==> src/rtl/px_ser_pkg.sv <==
package px_ser_pkg;

    typedef enum logic [1:0] {
        SER_WAIT  = 2'd0,
        SER_SHIFT = 2'd1,
        SER_DONE  = 2'd2
    } ser_state_e;

endpackage

==> src/rtl/px_word_delay.sv <==
module px_word_delay #(
    parameter int WIDTH = 16,
    parameter int DEPTH = 4
) (
    input  logic             clk,
    input  logic             rst_n,
    input  logic             shift_en,
    input  logic [WIDTH-1:0] din,
    output logic [WIDTH-1:0] dout
);
    logic [WIDTH-1:0] stage [DEPTH];

    generate
        for (genvar g = 0; g < DEPTH; g++) begin : g_stage
            if (g == 0) begin : g_head
                always_ff @(posedge clk or negedge rst_n) begin
                    if (!rst_n)        stage[0] <= '0;
                    else if (shift_en) stage[0] <= din;
                end
            end else begin : g_body
                always_ff @(posedge clk or negedge rst_n) begin
                    if (!rst_n)        stage[g] <= '0;
                    else if (shift_en) stage[g] <= stage[g-1];
                end
            end
        end
    endgenerate

    assign dout = stage[DEPTH-1];

    // the head stage takes the word presented with the pulse
    assert_head_capture_R6: assert property (@(posedge clk) disable iff (!rst_n)
        shift_en |=> (stage[0] == $past(din)));

    // with no pulse the delay line does not move
    assert_line_still_R6: assert property (@(posedge clk) disable iff (!rst_n)
        !shift_en |=> $stable(dout));

endmodule

==> src/rtl/px_slot_fsm.sv <==
module px_slot_fsm
    import px_ser_pkg::*;
#(
    parameter int SLOTS  = 8,
    parameter int SLOT_W = $clog2(SLOTS)
) (
    input  logic              clk,
    input  logic              rst_n,
    input  logic              start,
    input  logic              dbl_in,
    output ser_state_e        state_o,
    output logic [SLOT_W-1:0] slot_o
);
    localparam logic [SLOT_W-1:0] LAST_SLOT = SLOT_W'(SLOTS - 1);

    ser_state_e        state_q, state_d;
    logic [SLOT_W-1:0] slot_q,  slot_d;
    logic              phase_q, phase_d;
    logic              dbl_q,   dbl_d;
    logic              step;

    // One slot per fast cycle at double rate, one per two cycles otherwise.
    assign step = dbl_q | phase_q;

    always_ff @(posedge clk or negedge rst_n) begin
        if (!rst_n) begin
            state_q <= SER_WAIT;
            slot_q  <= '0;
            phase_q <= 1'b0;
            dbl_q   <= 1'b0;
        end else begin
            state_q <= state_d;
            slot_q  <= slot_d;
            phase_q <= phase_d;
            dbl_q   <= dbl_d;
        end
    end

    always_comb begin
        state_d = state_q;
        slot_d  = slot_q;
        phase_d = 1'b0;
        dbl_d   = dbl_q;
        unique case (state_q)
            SER_WAIT, SER_DONE: begin
                // start / resume
                if (start) begin
                    state_d = SER_SHIFT;
                    slot_d  = '0;
                    dbl_d   = dbl_in;
                end
            end
            SER_SHIFT: begin
                if (start) begin
                    // restart
                    slot_d = '0;
                    dbl_d  = dbl_in;
                end else if (step && slot_q == LAST_SLOT) begin
                    // finish
                    state_d = SER_DONE;
                    slot_d  = '0;
                end else begin
                    // step
                    phase_d = ~phase_q;
                    if (step) slot_d = slot_q + SLOT_W'(1);
                end
            end
            default: state_d = SER_WAIT;
        endcase
    end

    assign state_o = state_q;
    assign slot_o  = slot_q;

    // a pulse always reframes to slot 0
    assert_restart_slot0_R8: assert property (@(posedge clk) disable iff (!rst_n)
        start |=> (state_q == SER_SHIFT && slot_q == '0));

    // double rate moves one slot per cycle
    assert_double_step_R5: assert property (@(posedge clk) disable iff (!rst_n)
        (state_q == SER_SHIFT && dbl_q && !start && slot_q != LAST_SLOT)
        |=> (slot_q == $past(slot_q) + SLOT_W'(1)));

    // single rate holds a slot on the first half
    assert_single_hold_R4: assert property (@(posedge clk) disable iff (!rst_n)
        (state_q == SER_SHIFT && !dbl_q && !phase_q && !start)
        |=> ($stable(slot_q) && state_q == SER_SHIFT));

    // the end of the last slot without a pulse leads to idle
    assert_end_idle_R10: assert property (@(posedge clk) disable iff (!rst_n)
        (state_q == SER_SHIFT && slot_q == LAST_SLOT && step && !start)
        |=> (state_q == SER_DONE));

    // the rate is latched only at a pulse
    assert_rate_hold_R11: assert property (@(posedge clk) disable iff (!rst_n)
        !start |=> $stable(dbl_q));

endmodule

==> src/rtl/px_lane_mux.sv <==
module px_lane_mux #(
    parameter int WIDTH  = 16,
    parameter int SLOTS  = WIDTH / 2,
    parameter int SLOT_W = $clog2(SLOTS)
) (
    input  logic [WIDTH-1:0]  word,
    input  logic [SLOT_W-1:0] slot,
    input  logic              split,
    input  logic              active,
    output logic              hi,
    output logic              lo
);
    localparam int HALF = WIDTH / 2;

    logic [SLOTS-1:0] hi_ilv, lo_ilv, hi_byt, lo_byt;

    generate
        for (genvar k = 0; k < SLOTS; k++) begin : g_slot
            assign hi_ilv[k] = word[WIDTH-1-2*k];
            assign lo_ilv[k] = word[WIDTH-2-2*k];
            assign hi_byt[k] = word[WIDTH-1-k];
            assign lo_byt[k] = word[HALF-1-k];
        end
    endgenerate

    always_comb begin
        if (!active) begin
            hi = 1'b0;
            lo = 1'b0;
        end else if (split) begin
            hi = hi_byt[slot];
            lo = lo_byt[slot];
        end else begin
            hi = hi_ilv[slot];
            lo = lo_ilv[slot];
        end
    end

endmodule

==> src/rtl/px_lane_serializer.sv <==
module px_lane_serializer
    import px_ser_pkg::*;
#(
    parameter int WORD_W  = 16,
    parameter int LATENCY = 4
) (
    input  logic              clk,
    input  logic              rst_n,
    input  logic              pix_start,
    input  logic [WORD_W-1:0] word_in,
    input  logic              split_order,
    input  logic              dbl_rate,
    input  logic              lane_en,
    output logic              lane_hi,
    output logic              lane_lo,
    output logic              lane_oe
);
    localparam int SLOTS  = WORD_W / 2;
    localparam int SLOT_W = $clog2(SLOTS);

    logic [WORD_W-1:0] delayed_word;
    logic [WORD_W-1:0] word_q;
    logic              order_q;
    ser_state_e        seq_state;
    logic [SLOT_W-1:0] seq_slot;

    px_word_delay #(.WIDTH(WORD_W), .DEPTH(LATENCY)) u_delay (
        .clk      (clk),
        .rst_n    (rst_n),
        .shift_en (pix_start),
        .din      (word_in),
        .dout     (delayed_word)
    );

    // The outgoing word and its bit order are both taken at the pulse.
    always_ff @(posedge clk or negedge rst_n) begin
        if (!rst_n) begin
            word_q  <= '0;
            order_q <= 1'b0;
        end else if (pix_start) begin
            word_q  <= delayed_word;
            order_q <= split_order;
        end
    end

    px_slot_fsm #(.SLOTS(SLOTS), .SLOT_W(SLOT_W)) u_fsm (
        .clk     (clk),
        .rst_n   (rst_n),
        .start   (pix_start),
        .dbl_in  (dbl_rate),
        .state_o (seq_state),
        .slot_o  (seq_slot)
    );

    px_lane_mux #(.WIDTH(WORD_W), .SLOTS(SLOTS), .SLOT_W(SLOT_W)) u_mux (
        .word   (word_q),
        .slot   (seq_slot),
        .split  (order_q),
        .active (seq_state == SER_SHIFT),
        .hi     (lane_hi),
        .lo     (lane_lo)
    );

    assign lane_oe = lane_en;

    // the bit order never changes between pulses
    assert_order_hold_R9: assert property (@(posedge clk) disable iff (!rst_n)
        !pix_start |=> $stable(order_q));

    // outside a word both lanes stay low
    assert_idle_low_R10: assert property (@(posedge clk) disable iff (!rst_n)
        (seq_state != SER_SHIFT) |-> (!lane_hi && !lane_lo));

endmodule

==> config.mk <==
export PLATFORM = sky130hd
export DESIGN_NAME = px_lane_serializer
export DESIGN_NICKNAME = d
export VERILOG_FILES = /design/src/rtl/px_ser_pkg.sv /design/src/rtl/px_word_delay.sv /design/src/rtl/px_slot_fsm.sv /design/src/rtl/px_lane_mux.sv /design/src/rtl/px_lane_serializer.sv
export SDC_FILE = /design/constraint.sdc
export NUM_CORES = 1
export LEC_CHECK = 0
export CAP_MARGIN = 30
export CORE_ASPECT_RATIO = 1.5
export CORE_MARGIN = 10
export CORE_UTILIZATION = 52
export DETAILED_ROUTE_END_ITERATION = 7
export PLACE_DENSITY = 0.72
export SKIP_CTS_REPAIR_TIMING = 1
export SYNTH_ARGS = -nofsm -noshare
export SYNTH_HDL_FRONTEND = slang
export SYNTH_SLANG_ARGS = --single-unit
==> constraint.sdc <==
create_clock -name clk -period 1.3 [get_ports clk]
set_clock_uncertainty 0.05 [all_clocks]
set_input_delay 0.13 -clock clk [delete_from_list [all_inputs] [get_ports clk]]
set_output_delay 0.13 -clock clk [all_outputs]
set_load 0.005 [all_outputs]
==> flow_metrics.env <==
export IMPL_grt_antenna_before_repair=0
export IMPL_violations="negative setup slack"
export IMPL_critPathKind="reg -> out"
export IMPL_synth_commonest_cells="dfrtp_1 (88), mux2_1 (58), mux2_2 (25)"
export IMPL_hp_start="pix_start"
export IMPL_ios=25
export IMPL_core_rowCount=37
export IMPL_synth_top_cell_by_area="dfrtp_1"
export IMPL_layout_min_cycle_time_ns=1.951
export IMPL_ys_types=33
export IMPL_cts_tree="yes"
export IMPL_min_path_type="in -> reg"
export IMPL_dr_pass1_iters=4
export IMPL_vias_per_cell=5.497
export IMPL_finalSetupViolCount=8
export IMPL_rsz0062_at_grt="true"
export IMPL_grt_pass1_wl_mm=9.915
export IMPL_cts_max_level=3
export IMPL_dieArea_um2=10920
export IMPL_worstMarginPinSlew_ns=0.4213
export IMPL_async_flop_share_pct=100.0
export IMPL_first_global_vias=2130
export IMPL_synth_edf_count=0
export IMPL_irDropWorstVdd_v=0.0009866
export IMPL_power_mw=6.848
export IMPL_dieWidth_um=88.72
export IMPL_netlist_area_um2=3684
export IMPL_cts_sinks=88
export IMPL_clockBufferDepth=2
export IMPL_synth_top_area_share_pct=59.78
export IMPL_cts_buffers=9
export IMPL_final_util_pct=64.16
export IMPL_die_h_um=123.1
export IMPL_wl_mm=5.747
export IMPL_status="finished, violations left"
export IMPL_antenna_cells=0
export IMPL_dpl_instance_area_um2=4121
export IMPL_cp_max_fo=6
export IMPL_grt_max_degree=49
export IMPL_drt_initial_drc_count=99
export IMPL_layout_drive_gt1_share_pct=28.19
export IMPL_grt_usage_pct=11.59
export IMPL_rr_startpoint="u_fsm.slot_o[1]"
export IMPL_end_kind="output pin"
export IMPL_synth_most_common_cell="dfrtp_1"
export IMPL_startpoint_type="register"
export IMPL_slew_headroom_pct=71.19
export IMPL_ctsRootBufferMaster="clkbuf_8"
export IMPL_drc_errors=0
export IMPL_ys_seq_area_share_pct=59.78
export IMPL_overflow=0
export IMPL_port_buffer_count=22
export IMPL_ys_ff_latch=88
export IMPL_core_area_um2=6898
export IMPL_syn_nets=270
export IMPL_syn_area_per_cell_um2=14.97
export IMPL_hold_viol=0
export IMPL_regArea_um2=2206
export IMPL_drv_cap=0
export IMPL_multi_input_area_um2=1390
export IMPL_power_leakage_nw=1.930
export IMPL_yosys_warnings=0
export IMPL_required_ns=1.12
export IMPL_max_freq_mhz=512.5
export IMPL_synth_area_top_cells="dfrtp_1 (60%), mux2_1 (18%), mux2_2 (7.6%), mux2i_1 (2.4%), buf_2 (1.5%)"
export IMPL_critPathArrivalTime_ns=1.77
export IMPL_slew_viol_final=0
export IMPL_ys_flop_type="dfrtp_1"
export IMPL_crit_path_start="u_fsm.slot_o[1]"
export IMPL_routedWlPerCell_um=15.28
export IMPL_setup_tns_ns=-3.339
export IMPL_powerDensity_nw_per_um2=1547
export IMPL_start_util_pct=53.40
export IMPL_nNetsFinal=317
export IMPL_ant_nets=0
export IMPL_stdcell_area_um2=4425
export IMPL_vias=2067
export IMPL_synth_cells=246
export IMPL_post_route_period_util_pct=150.1
export IMPL_fillCellCount=544
export IMPL_cts_clk_slew_worst_paths_ns=0.08
export IMPL_gp_congestion=0.8488
export IMPL_dp_hpwl_mm=3.940
export IMPL_setup_ws_ns=-0.6510
export IMPL_syn_to_final_growth_pct=20.14
export IMPL_clkLatencyLatePin_ns=0.35
state kept, by name, summed over array words and instances (netlist names):
signal	cells
order_q	1
u_fsm.dbl_q	1
u_fsm.state_o	2
u_fsm.slot_o	3
u_delay.stage	48
word_q	16
u_fsm.phase_q	1
u_delay.dout	16
worst paths after layout:
kind                                endpoint  slack, ns  depth (start not counted)
min in group asynchronous         word_q[11]       0.18                          2
hold / removal              u_fsm.state_o[0]       0.09                          3
max in group asynchronous  u_delay.stage[61]       0.53                          3
setup / recovery                     lane_lo      -0.65                          6
hold reg to reg            u_delay.stage[45]       0.43                          1
setup reg to reg             u_fsm.slot_o[2]      -0.48                          6
cell type report:
class,instances,share of cell area [%]
Clock inverter,2,1.357
Clock buffer,14,3.902
Sequential cell,88,49.84
Timing Repair Buffer,54,11.20
Multi-Input combinational cell,139,31.41
Inverter,1,0.08482
Tap cell,78,2.205
report_power, final:
| part | internal, mW | total (mW) | switching, mW | leakage [nW] |
|---|---|---|---|---|
| combinational | 0.752 | 1.18 | 0.423 | 0.777 |
| sequential | 3.25 | 3.55 | 0.298 | 1.04 |
| clock | 1.24 | 2.13 | 0.884 | 0.117 |
| total | 5.24 | 6.85 | 1.61 | 1.93 |
cells in the final DEF, fill, tap and decap left out, types with 2 or more instances in the layout:
cell type and n:
mux2_2 25, clkbuf_1 2, clkdlybuf4s50_1 18, clkbuf_2 2
clkbuf_8 12, dlygate4sd3_1 2, bufinv_16 2, nand2_1 6
nor2b_1 2, buf_4 27, buf_6 2, mux2_1 58
a22oi_1 3, dfrtp_2 3, nand3b_1 2, mux2i_1 9
nand2b_1 2, buf_12 3, nor2_1 6, mux4_2 3
o21ai_1 2, dfrtp_1 85, a21oi_1 4
per-layer routing:
metal / vias up / wire, um / GRT usage [%]
met4: 0 / 150 / 6.897
met1: 1060 / 2530 / 14.03
met3: 10 / 170 / 3.489
li1: 968 / - / -
met5: - / 0 / 0
met2: 29 / 2895 / 17.76
metrics by stage:
stage / hold WS, ns / cells / worst slack [ns]
detailed placement: 0.01178 / 354 / -0.6763
global placement: 0.01353 / 354 / -0.6522
global route: 0.09261 / 376 / -0.7626
finish: 0.08903 / 376 / -0.6510
floorplan: -0.2156 / 246 / -0.1426
CTS: -0.3847 / 370 / -1.090
worst max-delay path, cell delays in order (launching register included):
cell and delay [ns]:
dfrtp_2 0.46, buf_6 0.15, mux4_2 0.21, mux2i_1 0.06
or3_1 0.31, o31ai_1 0.08, clkbuf_2 0.16
kinds of logic (layout without fill, tap and decap cells):
kind of cell / count (synthesis) / in the layout / synth area share [%]
AOI/OAI and AO/OA: 17 / 17 / 3.193
buffers and inverters: 19 / 71 / 3.023
adders and majority gates: 2 / 2 / 0.6792
and+or+nand+nor: 25 / 25 / 3.465
muxes: 95 / 95 / 29.86
DFF: 88 / 88 / 59.78
Note: power is estimated with default switching activity, not from simulation.
